--- src/rtl/bseq_pkg.sv ---
package bseq_pkg;

    typedef enum logic [1:0] {
        CYC_FETCH = 2'd0,
        CYC_MEM   = 2'd1,
        CYC_IO    = 2'd2,
        CYC_INTA  = 2'd3
    } cyc_kind_e;

    typedef enum logic [2:0] {
        PH_IDLE = 3'd0,
        PH_T1   = 3'd1,
        PH_T2   = 3'd2,
        PH_TA1  = 3'd3,
        PH_TA2  = 3'd4,
        PH_TW   = 3'd5,
        PH_T3   = 3'd6,
        PH_T4   = 3'd7
    } phase_e;

    typedef struct packed {
        logic m1_n;
        logic mreq_n;
        logic iorq_n;
        logic rd_n;
        logic wr_n;
        logic rfsh_n;
    } strobes_t;

    localparam strobes_t STROBES_QUIET = '1;

    function automatic logic has_refresh(cyc_kind_e k);
        return (k == CYC_FETCH) || (k == CYC_INTA);
    endfunction

    // T-state at whose end wait_n is sampled
    function automatic logic sample_point(cyc_kind_e k, phase_e p);
        logic hit;
        if (p == PH_TW) begin
            hit = 1'b1;
        end else begin
            case (k)
                CYC_FETCH, CYC_MEM: hit = (p == PH_T2);
                CYC_IO:             hit = (p == PH_TA1);
                default:            hit = (p == PH_TA2);
            endcase
        end
        return hit;
    endfunction

    // Successor of a phase that is not a sample point
    function automatic phase_e plain_next(cyc_kind_e k, phase_e p);
        phase_e n;
        case (p)
            PH_T1:   n = PH_T2;
            PH_T2:   n = PH_TA1;
            PH_TA1:  n = PH_TA2;
            PH_T3:   n = has_refresh(k) ? PH_T4 : PH_IDLE;
            default: n = PH_IDLE;
        endcase
        return n;
    endfunction

    function automatic logic final_phase(cyc_kind_e k, phase_e p);
        return has_refresh(k) ? (p == PH_T4) : (p == PH_T3);
    endfunction

    function automatic logic refresh_phase(cyc_kind_e k, phase_e p);
        return has_refresh(k) && ((p == PH_T3) || (p == PH_T4));
    endfunction

    function automatic strobes_t decode_strobes(cyc_kind_e k, logic wr, phase_e p);
        strobes_t s;
        s = STROBES_QUIET;
        if (p != PH_IDLE) begin
            case (k)
                CYC_FETCH: begin
                    if (p == PH_T3 || p == PH_T4) begin
                        s.mreq_n = 1'b0;
                        s.rfsh_n = 1'b0;
                    end else begin
                        s.m1_n   = 1'b0;
                        s.mreq_n = 1'b0;
                        s.rd_n   = 1'b0;
                    end
                end
                CYC_MEM: begin
                    s.mreq_n = 1'b0;
                    if (!wr)             s.rd_n = 1'b0;
                    else if (p != PH_T1) s.wr_n = 1'b0;
                end
                CYC_IO: begin
                    if (p != PH_T1) begin
                        s.iorq_n = 1'b0;
                        if (wr) s.wr_n = 1'b0;
                        else    s.rd_n = 1'b0;
                    end
                end
                default: begin
                    if (p == PH_T3 || p == PH_T4) begin
                        s.mreq_n = 1'b0;
                        s.rfsh_n = 1'b0;
                    end else begin
                        s.m1_n = 1'b0;
                        if (p == PH_TA1 || p == PH_TA2 || p == PH_TW)
                            s.iorq_n = 1'b0;
                    end
                end
            endcase
        end
        return s;
    endfunction

    function automatic logic drives_data(cyc_kind_e k, logic wr, phase_e p);
        return wr && (k == CYC_MEM || k == CYC_IO) && (p != PH_IDLE);
    endfunction

endpackage

--- src/rtl/bseq_fsm.sv ---
module bseq_fsm
    import bseq_pkg::*;
(
    input  logic      clk,
    input  logic      rst,
    input  logic      start,
    input  cyc_kind_e kind,
    input  logic      wait_n,
    output phase_e    phase
);
    phase_e phase_nxt;

    always_comb begin
        phase_nxt = phase;
        if (phase == PH_IDLE) begin
            if (start) phase_nxt = PH_T1;
        end else if (sample_point(kind, phase)) begin
            phase_nxt = wait_n ? PH_T3 : PH_TW;
        end else begin
            phase_nxt = plain_next(kind, phase);
        end
    end

    always_ff @(posedge clk) begin
        if (rst) phase <= PH_IDLE;
        else     phase <= phase_nxt;
    end

    AST_WAIT_HOLD: assert property (@(posedge clk) disable iff (rst)
        (phase == PH_TW && !wait_n) |=> (phase == PH_TW));

    AST_T1_FROM_IDLE: assert property (@(posedge clk) disable iff (rst)
        (phase == PH_T1) |-> ($past(phase) == PH_IDLE));

endmodule

--- src/rtl/bseq_drive.sv ---
module bseq_drive
    import bseq_pkg::*;
#(
    parameter int ADDR_W = 16,
    parameter int DATA_W = 8
) (
    input  logic              clk,
    input  logic              rst,
    input  logic              start,
    input  cyc_kind_e         req_kind,
    input  logic              req_write,
    input  logic [ADDR_W-1:0] req_addr,
    input  logic [ADDR_W-1:0] ref_addr,
    input  logic [DATA_W-1:0] req_wdata,
    input  phase_e            phase,
    output cyc_kind_e         kind_q,
    output logic              wr_q,
    output logic [ADDR_W-1:0] addr_o,
    output logic [DATA_W-1:0] data_out,
    output logic              data_oe,
    output strobes_t          strobes
);
    logic [ADDR_W-1:0] addr_q;
    logic [ADDR_W-1:0] ref_q;

    always_ff @(posedge clk) begin
        if (rst) begin
            kind_q   <= CYC_FETCH;
            wr_q     <= 1'b0;
            addr_q   <= '0;
            ref_q    <= '0;
            data_out <= '0;
        end else if (start) begin
            kind_q   <= req_kind;
            wr_q     <= req_write && (req_kind == CYC_MEM || req_kind == CYC_IO);
            addr_q   <= req_addr;
            ref_q    <= ref_addr;
            data_out <= req_wdata;
        end
    end

    always_comb begin
        strobes = decode_strobes(kind_q, wr_q, phase);
        data_oe = drives_data(kind_q, wr_q, phase);
        addr_o  = refresh_phase(kind_q, phase) ? ref_q : addr_q;
    end

    AST_RDWR_EXCL: assert property (@(posedge clk) disable iff (rst)
        !(!strobes.rd_n && !strobes.wr_n));

    AST_MEM_IO_EXCL: assert property (@(posedge clk) disable iff (rst)
        !(!strobes.mreq_n && !strobes.iorq_n));

    AST_RFSH_QUIET: assert property (@(posedge clk) disable iff (rst)
        !strobes.rfsh_n |-> (strobes.m1_n && strobes.rd_n));

    AST_OE_WRITE_ONLY: assert property (@(posedge clk) disable iff (rst)
        data_oe |-> strobes.rd_n);

endmodule

--- src/rtl/bseq_capture.sv ---
module bseq_capture
    import bseq_pkg::*;
#(
    parameter int DATA_W = 8
) (
    input  logic              clk,
    input  logic              rst,
    input  cyc_kind_e         kind,
    input  logic              wr,
    input  phase_e            phase,
    input  logic              wait_n,
    input  logic [DATA_W-1:0] data_in,
    output logic [DATA_W-1:0] rdata,
    output logic              done
);
    logic take;

    always_comb begin
        if (phase == PH_IDLE)
            take = 1'b0;
        else if (has_refresh(kind))
            take = sample_point(kind, phase) && wait_n;
        else
            take = (phase == PH_T3) && !wr;
    end

    always_ff @(posedge clk) begin
        if (rst) begin
            rdata <= '0;
            done  <= 1'b0;
        end else begin
            if (take) rdata <= data_in;
            done <= (phase != PH_IDLE) && final_phase(kind, phase);
        end
    end

    AST_DONE_ONE_CLOCK: assert property (@(posedge clk) disable iff (rst)
        done |=> !done);

endmodule

--- src/rtl/bus_cycle_seq.sv ---
module bus_cycle_seq
    import bseq_pkg::*;
#(
    parameter int ADDR_W = 16,
    parameter int DATA_W = 8
) (
    input  logic              clk,
    input  logic              rst,
    input  logic              req_valid,
    input  logic [1:0]        req_kind,
    input  logic              req_write,
    input  logic [ADDR_W-1:0] req_addr,
    input  logic [DATA_W-1:0] req_wdata,
    input  logic [ADDR_W-1:0] refresh_addr,
    input  logic              wait_n,
    input  logic [DATA_W-1:0] data_in,
    output logic              req_ready,
    output logic              busy,
    output logic              done,
    output logic [DATA_W-1:0] rdata,
    output logic [ADDR_W-1:0] addr_o,
    output logic [DATA_W-1:0] data_out,
    output logic              data_oe,
    output logic              m1_n,
    output logic              mreq_n,
    output logic              iorq_n,
    output logic              rd_n,
    output logic              wr_n,
    output logic              rfsh_n
);
    phase_e    phase;
    cyc_kind_e kind_q;
    logic      wr_q;
    logic      start;
    strobes_t  strobes;

    assign req_ready = (phase == PH_IDLE);
    assign busy      = (phase != PH_IDLE);
    assign start     = req_valid && req_ready;

    bseq_fsm u_fsm (
        .clk    (clk),
        .rst    (rst),
        .start  (start),
        .kind   (kind_q),
        .wait_n (wait_n),
        .phase  (phase)
    );

    bseq_drive #(.ADDR_W(ADDR_W), .DATA_W(DATA_W)) u_drive (
        .clk       (clk),
        .rst       (rst),
        .start     (start),
        .req_kind  (cyc_kind_e'(req_kind)),
        .req_write (req_write),
        .req_addr  (req_addr),
        .ref_addr  (refresh_addr),
        .req_wdata (req_wdata),
        .phase     (phase),
        .kind_q    (kind_q),
        .wr_q      (wr_q),
        .addr_o    (addr_o),
        .data_out  (data_out),
        .data_oe   (data_oe),
        .strobes   (strobes)
    );

    bseq_capture #(.DATA_W(DATA_W)) u_capture (
        .clk     (clk),
        .rst     (rst),
        .kind    (kind_q),
        .wr      (wr_q),
        .phase   (phase),
        .wait_n  (wait_n),
        .data_in (data_in),
        .rdata   (rdata),
        .done    (done)
    );

    assign m1_n   = strobes.m1_n;
    assign mreq_n = strobes.mreq_n;
    assign iorq_n = strobes.iorq_n;
    assign rd_n   = strobes.rd_n;
    assign wr_n   = strobes.wr_n;
    assign rfsh_n = strobes.rfsh_n;

    AST_IDLE_QUIET: assert property (@(posedge clk) disable iff (rst)
        !busy |-> (strobes == STROBES_QUIET && !data_oe));

endmodule

--- config.mk ---
export PLATFORM = sky130hd
export DESIGN_NAME = bus_cycle_seq
export DESIGN_NICKNAME = d
export VERILOG_FILES = /design/src/rtl/bseq_pkg.sv /design/src/rtl/bseq_fsm.sv /design/src/rtl/bseq_drive.sv /design/src/rtl/bseq_capture.sv /design/src/rtl/bus_cycle_seq.sv
export SDC_FILE = /design/constraint.sdc
export NUM_CORES = 1
export LEC_CHECK = 0
export CAP_MARGIN = 40
export CORE_MARGIN = 3
export CORE_UTILIZATION = 31
export DETAILED_ROUTE_END_ITERATION = 10
export GPL_ROUTABILITY_DRIVEN = 0
export PLACE_DENSITY_LB_ADDON = 0.05
export SYNTH_ARGS = -nofsm -noshare
export SYNTH_HDL_FRONTEND = slang
export SYNTH_SLANG_ARGS = --single-unit
--- constraint.sdc ---
create_clock -name clk -period 3.1 [get_ports clk]
set_input_delay 0.465 -clock clk [delete_from_list [all_inputs] [get_ports clk]]
set_output_delay 0.465 -clock clk [all_outputs]
set_load 0.02 [all_outputs]
==> flow_summary_export.csv <==
group,metric,value,unit
floorplan,die-area,0.009247,mm^2
drt,totalWireLength,6688,um
timing,final.period_utilization,0.9330,
final_layout,stdcell_count,500,
worst_setup_path,reg2reg_slack,1.01,ns
run,drv_cap,0,
run_status,outcome,"finished clean",
final_layout,area_growth,44.84,%
worst_setup_path,cp_max_fo,17,
power,combPwrFrac,0.475,
placed_design,dp.cells,492,
power,power_frac_seq,0.375,
final_layout,register_area,0.001101,mm^2
final_layout,diodes,0,
cts,cts_hold_buf,0,
worst_setup_path,cp_data_required_time,2.63,ns
cts,cts_resized,0,
timing,setup_violations,0,
power,total_power,2594,uW
hold_path,hold_start,"u_drive.data_out[1]",
timing,tightest_slew,0.8400,ns
global_route,grt-ovfl-total,0,
final_layout,final_cell_mix,"clkdlybuf4s50_1, nand2_1, dfxtp_1",
cts,root_buffer,"clkbuf_8",
yosys,synth_flop_cell,"dfxtp_1",
floorplan,rows,32,
yosys,synth.distinct_cells,39,
global_route,grt_max_degree,51,
timing,fmax,0.3458,GHz
power,cellPowerDensity,710.7,mW/mm^2
yosys,ys_warn_count,0,
timing,hold_viol_final,0,
cts,cts.clk_slew.worst_paths,0.09,ns
drt,drtAntennaViolNets,0,
floorplan,initial_utilization,0.3228,
worst_setup_path,cp_num_buf_inv,2,
power,power_switching,1004,uW
floorplan,core-area,0.007807,mm^2
drt,drc,0,
floorplan,die_width,96.16,um
worst_setup_path,crit-reg2reg-launch,"u_drive.kind_q[1]",
placed_design,dpl_worst_slack,0.5460,ns
drt,wl_per_cell,13.38,um
yosys,synth_seq_area_share,0.4369,
cts,cts.path.max_buffers,2,
drt,drtPass1Iterations,4,
placed_design,portBuffers,96,
cts,cts_setup_buffers,0,
floorplan,dieHeight,96.16,um
hold_path,hold_class,"register to register",
drt,first_iter_violations,60,
global_route,grt_pass1_wl,10660,um
timing,finalMaxSlewViolations,0,
power,p_int,1590,uW
timing,worst_slack,0.2078,ns
yosys,syn_inst,310,
worst_setup_path,critPathArrivalTime,2.43,ns
cts,clock_latency,0.31,ns
timing,period_needed,2.892,ns
drt,viasPerCell,4.630,
drt,vias,2315,
timing,tns,0,ns
cts,cts_tree,"yes",
floorplan,ios,97,
global_route,gr-usage-all-layers,0.1461,
worst_setup_path,crit_chain,"nand2_1, or2_1, buf_4, mux2_1, clkdlybuf4s50_1",
final_layout,stdcell_area,0.003650,mm^2
cts,cts_buffers,5,
placed_design,placed_cell_area,0.003565,mm^2
worst_setup_path,worstSetupStartpointType,"register",
yosys,syn_nets,369,
worst_setup_path,startpoint,"u_fsm.phase[2]",
worst_setup_path,path_class,"register to primary output",
cts,cts.sinks,55,
placed_design,hpwl,4791,um
worst_setup_path,cpPeakStageDelay,0.62,ns
cts,htreeDepth,2,
final_layout,layout_commonest_cell,"clkdlybuf4s50_1",
final_layout,multiInputGateArea,0.001285,mm^2
yosys,synth-edff-count,0,
final_layout,nNetsFinal,456,
power,p_sw_frac,0.3871,
timing,grt_setup_unrepaired,"false",
global_route,antenna_found_initial,0,
power,peakVddDrop,0.2509,mV
timing,relSlewSlack,0.4400,
timing,clock_skew,0.006920,ns
yosys,syn-cell-area,0.002520,mm^2
final_layout,fillCellCount,801,
worst_setup_path,cp_slowest_cell,"dfxtp_1",
worst_setup_path,cp-end-kind,"primary output",
yosys,synthArstFlopShare,0,
worst_setup_path,cp_top_family,"buffers and inverters",
power,p_leak,0.001350,uW
final_layout,drive_gt1_frac,0.05276,
yosys,synth.avg_cell_area,8.129,um^2
yosys,synth-seq-cells,55,
power,pwr-share-clk,0.150,
global_route,grt_pass1_vias,2177,
-- through the flow --
stage               hold slack [ns]  utilization
global placement             0.4422       0.4546
CTS                          0.4608       0.4675
global route                 0.4810       0.4675
floorplan                    0.4322            -
detailed placement           0.4469       0.4566
finish                       0.4555       0.4675
-- sequential cells by signal, summed over array words and instances (netlist names) --
signal            flops
u_capture.rdata       8
u_fsm.phase           3
u_drive.data_out      8
u_drive.wr_q          1
u_drive.ref_q        16
u_drive.addr_q       16
u_drive.kind_q        2
u_capture.done        1
-- cell families (layout without fill, tap and decap cells) --
family	after synthesis	after routing	share of synthesized area
xor gates and xnor gates	2	2	0.006953
and+or+nand+nor	131	131	0.2314
buffers and inverters	29	117	0.05312
DFF	55	55	0.4369
adders and majority gates	4	4	0.01986
muxes	25	25	0.1072
AOI/OAI and AO/OA	64	64	0.1445
-- cells in the mapped netlist (all sizes together), types with 2 or more instances --
master  count  area [um^2]
inv         6        22.52
o21ai       7        35.03
buf        11        66.31
mux2       16        180.2
a211oi      2        15.01
nand3       3        15.01
nor2        8        30.03
nand2b     18        115.1
or2         2        12.51
o31ai       2        15.01
nand2      90        337.8
dfxtp      55         1101
mux2i       9        90.09
clkbuf     12        45.04
ha          4        50.05
nor3        3        20.02
a21oi      46        230.2
-- power by group through the flow --
stage                     logic (uW)  clock network (uW)  registers, uW
after floorplan                  738                   0            974
after global placement          1220                   0            990
after detailed placement        1250                   0            988
after CTS                       1250                 410            974
after global routing            1360                 433            994
final                           1230                 390            972
-- worst min-delay path: stages, from the launching register on --
cell and delay, ns:
dfxtp_1 0.32, nand2_1 0.05, a21oi_1 0.05
-- metal layers --
layer | GRT usage | share of wire | up-vias
met1 | 0.1930 | 0.45 | 1051
met4 | 0.03910 | 0.0084 | 0
met3 | 0.04613 | 0.086 | 5
met2 | 0.2289 | 0.45 | 64
met5 | 0 | 0 | -
li1 | - | - | 1195
-- cell type report --
class | count | share of cell area
Multi-Input combinational cell | 226 | 0.3521
Sequential cell | 55 | 0.3017
Timing Repair Buffer | 103 | 0.2818
Tap cell | 102 | 0.03497
Clock buffer | 6 | 0.01988
Inverter | 6 | 0.006171
Clock inverter | 2 | 0.003428
-- worst paths after layout --
check,endpoint,cells past startpoint
max,addr_o[11],5
min,u_drive.data_out[1],2
max reg2reg,u_capture.rdata[7],6
min reg2reg,u_drive.data_out[1],2
Note: power is estimated with default switching activity, not from simulation.
